===== config.mk =====
export PLATFORM = sky130hd
export DESIGN_NAME = gcla_adder
export DESIGN_NICKNAME = d
export VERILOG_FILES = /design/src/rtl/gcla_pkg.sv /design/src/rtl/gcla_bit_pg.sv /design/src/rtl/gcla_sum_xor.sv /design/src/rtl/gcla_slice.sv /design/src/rtl/gcla_adder.sv
export SDC_FILE = /design/constraint.sdc
export NUM_CORES = 1
export LEC_CHECK = 0
export ABC_CLOCK_PERIOD_IN_PS = 2900
export CORE_AREA = 5 5 42 44
export DETAILED_ROUTE_END_ITERATION = 12
export DIE_AREA = 0 0 47 49
export DONT_BUFFER_PORTS = 1
export PLACE_DENSITY_LB_ADDON = 0.1
export SETUP_SLACK_MARGIN = 0.3
export SYNTH_ARGS = -nofsm -noshare
export SYNTH_HDL_FRONTEND = slang
export SYNTH_SLANG_ARGS = --single-unit

===== constraint.sdc =====
create_clock -name vclk -period 2.9
set_input_delay 0.435 -clock vclk [all_inputs]
set_output_delay 0.435 -clock vclk [all_outputs]
set_load 0.01 [all_outputs]

===== src/rtl/gcla_pkg.sv =====
package gcla_pkg;

  // Slice width of the lookahead logic; the equations below are written for it.
  localparam int unsigned SLICE_W = 4;

  // Per-bit carry terms.
  typedef struct packed {
    logic gen;   // bit creates a carry
    logic prp;   // bit passes an arriving carry
    logic hsum;  // exclusive-OR of the two operand bits
  } bit_terms_t;

  // Slice-level generate and propagate.
  typedef struct packed {
    logic gen;
    logic prp;
  } slice_terms_t;

  // Per-bit terms; or_form selects inclusive-OR propagate.
  function automatic bit_terms_t bit_terms(input logic a, input logic b,
                                           input logic or_form);
    bit_terms_t t;
    t.gen  = a & b;
    t.hsum = a ^ b;
    t.prp  = or_form ? (a | b) : (a ^ b);
    return t;
  endfunction

  // Flat lookahead: element k is the carry into bit k; element 4 leaves the slice.
  function automatic logic [SLICE_W:0] slice_carries(input logic [SLICE_W-1:0] g,
                                                     input logic [SLICE_W-1:0] p,
                                                     input logic cin);
    logic [SLICE_W:0] c;
    c[0] = cin;
    c[1] = g[0]
         | (cin & p[0]);
    c[2] = g[1]
         | (g[0] & p[1])
         | (cin & p[0] & p[1]);
    c[3] = g[2]
         | (g[1] & p[2])
         | (g[0] & p[1] & p[2])
         | (cin & p[0] & p[1] & p[2]);
    c[4] = g[3]
         | (g[2] & p[3])
         | (g[1] & p[2] & p[3])
         | (g[0] & p[1] & p[2] & p[3])
         | (cin & p[0] & p[1] & p[2] & p[3]);
    return c;
  endfunction

  // Slice generate/propagate, independent of the incoming carry.
  function automatic slice_terms_t slice_terms(input logic [SLICE_W-1:0] g,
                                               input logic [SLICE_W-1:0] p);
    slice_terms_t s;
    s.gen = g[3]
          | (g[2] & p[3])
          | (g[1] & p[2] & p[3])
          | (g[0] & p[1] & p[2] & p[3]);
    s.prp = &p;
    return s;
  endfunction

endpackage


===== src/rtl/gcla_bit_pg.sv =====
module gcla_bit_pg
  import gcla_pkg::*;
#(
  parameter bit OR_PROP = 1'b0
) (
  input  logic a,
  input  logic b,
  output logic gen,
  output logic prp,
  output logic hsum
);

  bit_terms_t terms;

  always_comb begin
    terms = bit_terms(a, b, OR_PROP);
  end

  assign gen  = terms.gen;
  assign prp  = terms.prp;
  assign hsum = terms.hsum;

endmodule


===== src/rtl/gcla_sum_xor.sv =====
module gcla_sum_xor #(
  parameter int unsigned W = 4
) (
  input  logic [W-1:0] hsum,
  input  logic [W-1:0] carry_in_bits,
  output logic [W-1:0] sum
);

  for (genvar i = 0; i < W; i++) begin : g_sbit
    assign sum[i] = hsum[i] ^ carry_in_bits[i];
  end

endmodule


===== src/rtl/gcla_slice.sv =====
module gcla_slice
  import gcla_pkg::*;
#(
  parameter bit OR_PROP = 1'b0
) (
  input  logic [SLICE_W-1:0] a,
  input  logic [SLICE_W-1:0] b,
  input  logic               cin,
  output logic [SLICE_W-1:0] sum,
  output logic               cout,
  output logic               slice_gen,
  output logic               slice_prp
);

  logic [SLICE_W-1:0] g;
  logic [SLICE_W-1:0] p;
  logic [SLICE_W-1:0] hs;
  logic [SLICE_W:0]   c;
  slice_terms_t       st;

  for (genvar i = 0; i < SLICE_W; i++) begin : g_bit
    gcla_bit_pg #(.OR_PROP(OR_PROP)) u_pg (
      .a    (a[i]),
      .b    (b[i]),
      .gen  (g[i]),
      .prp  (p[i]),
      .hsum (hs[i])
    );
  end

  // Every carry comes from its own flat term; none is taken from a neighbour.
  always_comb begin
    c  = slice_carries(g, p, cin);
    st = slice_terms(g, p);
  end

  gcla_sum_xor #(.W(SLICE_W)) u_sum (
    .hsum          (hs),
    .carry_in_bits (c[SLICE_W-1:0]),
    .sum           (sum)
  );

  assign cout      = c[SLICE_W];
  assign slice_gen = st.gen;
  assign slice_prp = st.prp;

endmodule


===== src/rtl/gcla_adder.sv =====
module gcla_adder
  import gcla_pkg::*;
#(
  parameter int unsigned WIDTH   = 12,
  parameter bit          OR_PROP = 1'b0
) (
  input  logic [WIDTH-1:0] a_i,
  input  logic [WIDTH-1:0] b_i,
  input  logic             carry_i,
  output logic [WIDTH-1:0] sum_o,
  output logic             carry_o
);

  localparam int unsigned NSLICE = WIDTH / SLICE_W;

  if ((WIDTH % SLICE_W) != 0 || WIDTH == 0) begin : g_bad_width
    $error("gcla_adder: WIDTH must be a nonzero multiple of 4");
  end

  // Slice-boundary carries: element k enters slice k; element NSLICE leaves the top.
  logic [NSLICE:0]   slc_carry;
  logic [NSLICE-1:0] slc_gen;
  logic [NSLICE-1:0] slc_prp;

  assign slc_carry[0] = carry_i;

  for (genvar k = 0; k < NSLICE; k++) begin : g_slice
    gcla_slice #(.OR_PROP(OR_PROP)) u_slice (
      .a         (a_i[k*SLICE_W +: SLICE_W]),
      .b         (b_i[k*SLICE_W +: SLICE_W]),
      .cin       (slc_carry[k]),
      .sum       (sum_o[k*SLICE_W +: SLICE_W]),
      .cout      (slc_carry[k+1]),
      .slice_gen (slc_gen[k]),
      .slice_prp (slc_prp[k])
    );
  end

  assign carry_o = slc_carry[NSLICE];

endmodule


==> results of run 1 <==
==> power by group <==
part           total, mW  internal, mW  switching (mW)  leakage (nW)
Sequential             0             0               0             0
Clock                  0             0               0             0
Combinational      0.180        0.0952          0.0852         0.330
Total              0.180        0.0952          0.0852         0.330
==> stage by stage <==
stage | total power [mW] | hold WS, ps
3_5_place_dp | 0.1252 | 1065
2_1_floorplan | 0.1009 | 1056
4_1_cts | 0.1535 | 1065
6_report | 0.1804 | 1063
5_1_grt | 0.1970 | 1071
3_3_place_gp | 0.1208 | 1068
==> critical path, delay by kind of cell <==
family | cells | cell delay, ps
adder cells (fa/ha/maj) | 4 | 740
AND/OR/NAND/NOR | 3 | 330
AO/OA/AOI/OAI | 6 | 1090
==> worst paths after layout <==
path | startpoint | end | slack (ps) | depth (start not counted)
max | a_i[0] | carry_o | -140 | 13
min | b_i[8] | sum_o[8] | 1060 | 1
==> what timing repair did <==
item,in CTS,in global routing
setup endpoints to repair,5,7
hold endpoints to repair,0,0
gates resized for setup,3,11
pin swaps,3,3
buffers inserted,10,3
==> cells in the mapped netlist <==
cell      instances
nand2_1           3
ha_1             15
xnor2_1           3
nor2_1            3
o21a_1            3
fa_1              3
o211ai_1          3
xor2_1            6
a21o_1            3
a21oi_1           3
==> routing by layer <==
| metal | wire (um) | vias to the layer above |
|---|---|---|
| met3 | 144 | 2 |
| li1 | - | 194 |
| met4 | 14 | 0 |
| met1 | 370 | 188 |
| met5 | 0 | - |
| met2 | 683 | 27 |
==> logic make-up after synthesis <==
logic type	count (synthesis)	synth area share
AND/OR/NAND/NOR	6	0.05217
AO/OA/AOI/OAI	12	0.1913
XOR/XNOR	9	0.1826
adder cells (fa/ha/maj)	18	0.5739
==> cell usage in the layout, fill, tap and decap left out, types with 2 or more instances in the layout <==
cell type	n
xor2_2	4
ha_2	2
buf_4	10
nor2_1	2
ha_1	11
o211ai_1	3
xnor2_1	2
nand2_1	3
a21oi_1	3
buf_6	7
a21o_1	3
fa_1	2
o21a_1	3
ha_4	2
==> final cells by class <==
class,count,area share
tap,16,0.02873
multi-input combinational,45,0.7504
timing repair buffer,17,0.2208
==> flow_metrics.tcl, run 1 <==
set metrics [dict create \
    synth_top_cell_by_area "ha_1" \
    syn_avg_cell_area_um2 9.593 \
    wl_per_cell_um 15.55 \
    fin_nets 107 \
    antenna_found_initial 0 \
    synth_cell_types 10 \
    gp_congestion 0.6979 \
    fin_cells 78 \
    syn_nets 88 \
    finalWorstSetupSlack_ps -136.6 \
    yosys.area.top_type_share 0.4348 \
    met3_usage 0.01476 \
    cp.required_ps 2470 \
    drc_errors 0 \
    netlist_instances 45 \
    period_share 1.047 \
    drtAntennaViolNets 0 \
    crit_chain "ha_4 > ha_4 > o211ai_1 > nand2_1 > a21o_1 > ha_2 > o211ai_1 > nand2_1 > a21o_1 > ha_2 > o211ai_1 > nand2_1 > a21o_1" \
    final_hold_viol_count 0 \
    initial_utilization 0.3080 \
    postCtsHoldBufs 0 \
    startpoint_type "primary input" \
    tns_ps -403.4 \
    route.vias.total 411 \
    grt_pass1_wl_mm 1.683 \
    busiest_layer "met2" \
    syn_area_um2 431.7 \
    nFillCells 130 \
    worst_slew_pin_slew_ps 299.1 \
    die_y_um 49 \
    finalSetupViolCount 4 \
    synthTopCellsByArea "ha_1 (43%), fa_1 (14%), xor2_1 (12%), xnor2_1 (6.1%), a21o_1 (5.2%)" \
    seq_cell_count 0 \
    grt_pass1_vias 451 \
    min_period_ps 3037 \
    synthToLayoutAreaGrowth_pct 61.45 \
    routed_wirelength_mm 1.213 \
    io_pins 38 \
    drt_iter0_drc 1 \
    portBuffers 0 \
    final_area_um2 696.9 \
    dp_cells 65 \
    critical_path_class "primary input to primary output" \
    rsz0062_at_grt "yes" \
    max_stage_delay_ps 220 \
    drive_gt1_frac 0.4677 \
    met2_usage 0.1900 \
    grt_usage 0.09360 \
    insertedDiodeCount 0 \
    clock_buffers 0 \
    die_w_um 47 \
    grt_max_degree 4 \
    register_area_um2 0 \
    fp-row-count 14 \
    die-area_um2 2303 \
    powerDensity_nw_per_um2 258.9 \
    utilization 0.4973 \
    hpwl_um 892.9 \
    cp_slowest_cell "ha_4" \
    maxCapViolCount 0 \
    critPathMaxFanout 2 \
    grt_use_met1 0.08772 \
    min_path_type "primary input to primary output" \
    ys_warn_count 0 \
    fmax_ghz 0.3293 \
    place_area_um2 526.8 \
    vias_per_cell 5.269 \
    slew_viol_final 0 \
    pre_cts_ws_ps -137.8 \
    core_um2 1401 \
    ys_seq_area_frac 0 \
    peakVddDrop_v 0.0001036 \
    first_pass_iters 3 \
    p_leak_nw 0.3300 \
    cp_data_arrival_time_ps 2600 \
    grt-ovfl-total 0 \
    multi_input_area_um2 523.0 \
    violations "negative setup slack" \
    endpoint_kind "primary output" \
    relSlewSlack 0.7991 \
    status "finished, violations left" \
]
No activity file was read; power rests on OpenSTA's default activity.
==> run 2, diff against run 1 <==
--- a/config.mk
+++ b/config.mk
@@ -6,9 +6,9 @@
 export NUM_CORES = 1
 export LEC_CHECK = 0
 export ABC_CLOCK_PERIOD_IN_PS = 2900
-export CORE_AREA = 5 5 42 44
+export CORE_AREA = 10 10 47 49
 export DETAILED_ROUTE_END_ITERATION = 12
-export DIE_AREA = 0 0 47 49
+export DIE_AREA = 0 0 57 59
 export DONT_BUFFER_PORTS = 1
 export PLACE_DENSITY_LB_ADDON = 0.1
 export SETUP_SLACK_MARGIN = 0.3
==> run 2 against run 1 <==
  * The flow still finishes with violations (negative setup slack)
  * Final cell count decreased by 14%
  * Critical path depth did not move
  * Non-clock buffer count shrank 11
  * Utilization decreased by 9.8 points
  * Via count decreased by 12%
  * First-iteration DRC count is the same
  * Global-route usage fell by 2.9 points
  * Combinational power shrank 24%
  * Routed wire length decreased by 1.2%
  * Die area rose by 46%
  * Sequential share of layout area unchanged
  * Highest routed layer unchanged
==> flow_metrics.tcl, run 2 (synthesis gave the netlist of run 1 again) <==
set metrics [dict create \
    grt-ovfl-total 0 \
    antenna_found_initial 0 \
    cp_slowest_cell "ha_4" \
    p_sw_mw 0.07335 \
    route.vias.total 361 \
    p_clk_frac 0 \
    core_um2 1401 \
    startpoint_type "primary input" \
    period_share 1.044 \
    final_hold_viol_count 0 \
    fp-row-count 14 \
    fmax_ghz 0.3302 \
    postCtsHoldBufs 0 \
    rsz0062_at_grt "yes" \
    io_pins 38 \
    first_pass_iters 2 \
    die_y_um 59 \
    powerDensity_nw_per_um2 242.7 \
    power.sequential.fraction 0 \
    layout_common_cells "ha_1 (11), buf_4 (6)" \
    relSlewSlack 0.7931 \
    vias_per_cell 5.388 \
    place_area_um2 526.8 \
    worst_slew_pin_slew_ps 308.2 \
    hpwl_mm 1.153 \
    grt_pass1_vias 416 \
    violations "negative setup slack" \
    drc_errors 0 \
    grt_usage 0.06453 \
    initial_utilization 0.3080 \
    insertedDiodeCount 0 \
    register_area_um2 0 \
    die_w_um 57 \
    clock_buffers 0 \
    seq_cell_count 0 \
    status "finished, violations left" \
    drt_iter0_drc 1 \
    critical_path_class "primary input to primary output" \
    startpoint "a_i[0]" \
    final_area_um2 559.3 \
    min_path_type "primary input to primary output" \
    finalWorstSetupSlack_ps -128.3 \
    finalSetupViolCount 4 \
    portBuffers 0 \
    p_sw_frac 0.5405 \
    endpoint_kind "primary output" \
    endpoint "carry_o" \
    synthToLayoutAreaGrowth_pct 29.57 \
    cp_data_arrival_time_ps 2590 \
    power.internal_mw 0.06237 \
    fin_nets 96 \
    min_period_ps 3028 \
    critPathMaxFanout 2 \
    crit_chain "ha_4 > ha_4 > o211ai_1 > nand2_1 > a21o_1 > ha_2 > o211ai_1 > nand2_1 > a21o_1 > ha_2 > o211ai_1 > nand2_1 > a21o_1" \
    drtAntennaViolNets 0 \
    cp.required_ps 2470 \
    max_stage_delay_ps 230 \
    gp_congestion 0.7361 \
    grt_pass1_wl_mm 1.842 \
    combPwrFrac 1.000 \
    pre_cts_ws_ps -189.4 \
    final_common_cell "ha_1" \
    maxCapViolCount 0 \
    die-area_um2 3363 \
    peakVddDrop_v 0.00009021 \
    routed_wirelength_mm 1.198 \
    drive_gt1_frac 0.2941 \
    wl_per_cell_um 17.88 \
    slew_viol_final 0 \
    grt_max_degree 4 \
    p_leak_nw 0.2641 \
]
[run 2: worst min path at each step]
stage	start	to	slack (ps)	depth (start not counted)
5_1_grt	b_i[4]	sum_o[4]	1080	1
4_1_cts	b_i[8]	sum_o[8]	1070	1
2_1_floorplan	carry_i	sum_o[0]	1060	1
6_report	b_i[8]	sum_o[8]	1070	1
3_5_place_dp	b_i[8]	sum_o[8]	1070	1
3_3_place_gp	b_i[8]	sum_o[8]	1070	1
[run 2: area by class of cell]
class              count  area [um^2]
fillers              135        842.1
multi-input cells     45        494.2
well taps             16        20.02
repair buffers         6        45.04
[run 2: repair_timing]
item / 4_1_cts / 5_1_grt
buffers inserted: 2 / 0
endpoints found under the setup margin: 5 / 6
pin swaps: 3 / 0
resized for setup: 3 / 0
[run 2: critical path, delay by kind of cell]
family          cells  cell delay (ps)
simple gates        3              330
compound gates      6             1090
fa+ha+maj           4              750
[run 2: power by group through the flow]
stage               Combinational (mW)  Sequential, mW  Clock [mW]
finish                           0.136               0           0
global route                     0.151               0           0
CTS                              0.139               0           0
detailed placement               0.128               0           0
global placement                 0.123               0           0
floorplan                        0.101               0           0
[run 2: metrics by stage]
step	cells	hold slack [ps]	util	total power [mW]	setup TNS, ps
final	67	1069	0.3991	0.1357	-410.1
after global routing	67	1082	0.3991	0.1506	-1045
after global placement	65	1075	0.3759	0.1232	-254.8
after floorplan	45	1056	-	0.1009	-17.71
after detailed placement	65	1071	0.3759	0.1282	-521.8
after CTS	67	1071	0.3991	0.1392	-446.0
[run 2: metal layers]
metal  vias up  share of wire  GRT usage
met5         -              0          0
met4         0          0.023    0.01342
met3         2           0.20    0.04936
met2        28           0.48     0.1209
met1       159           0.29    0.05257
li1        172              -          -
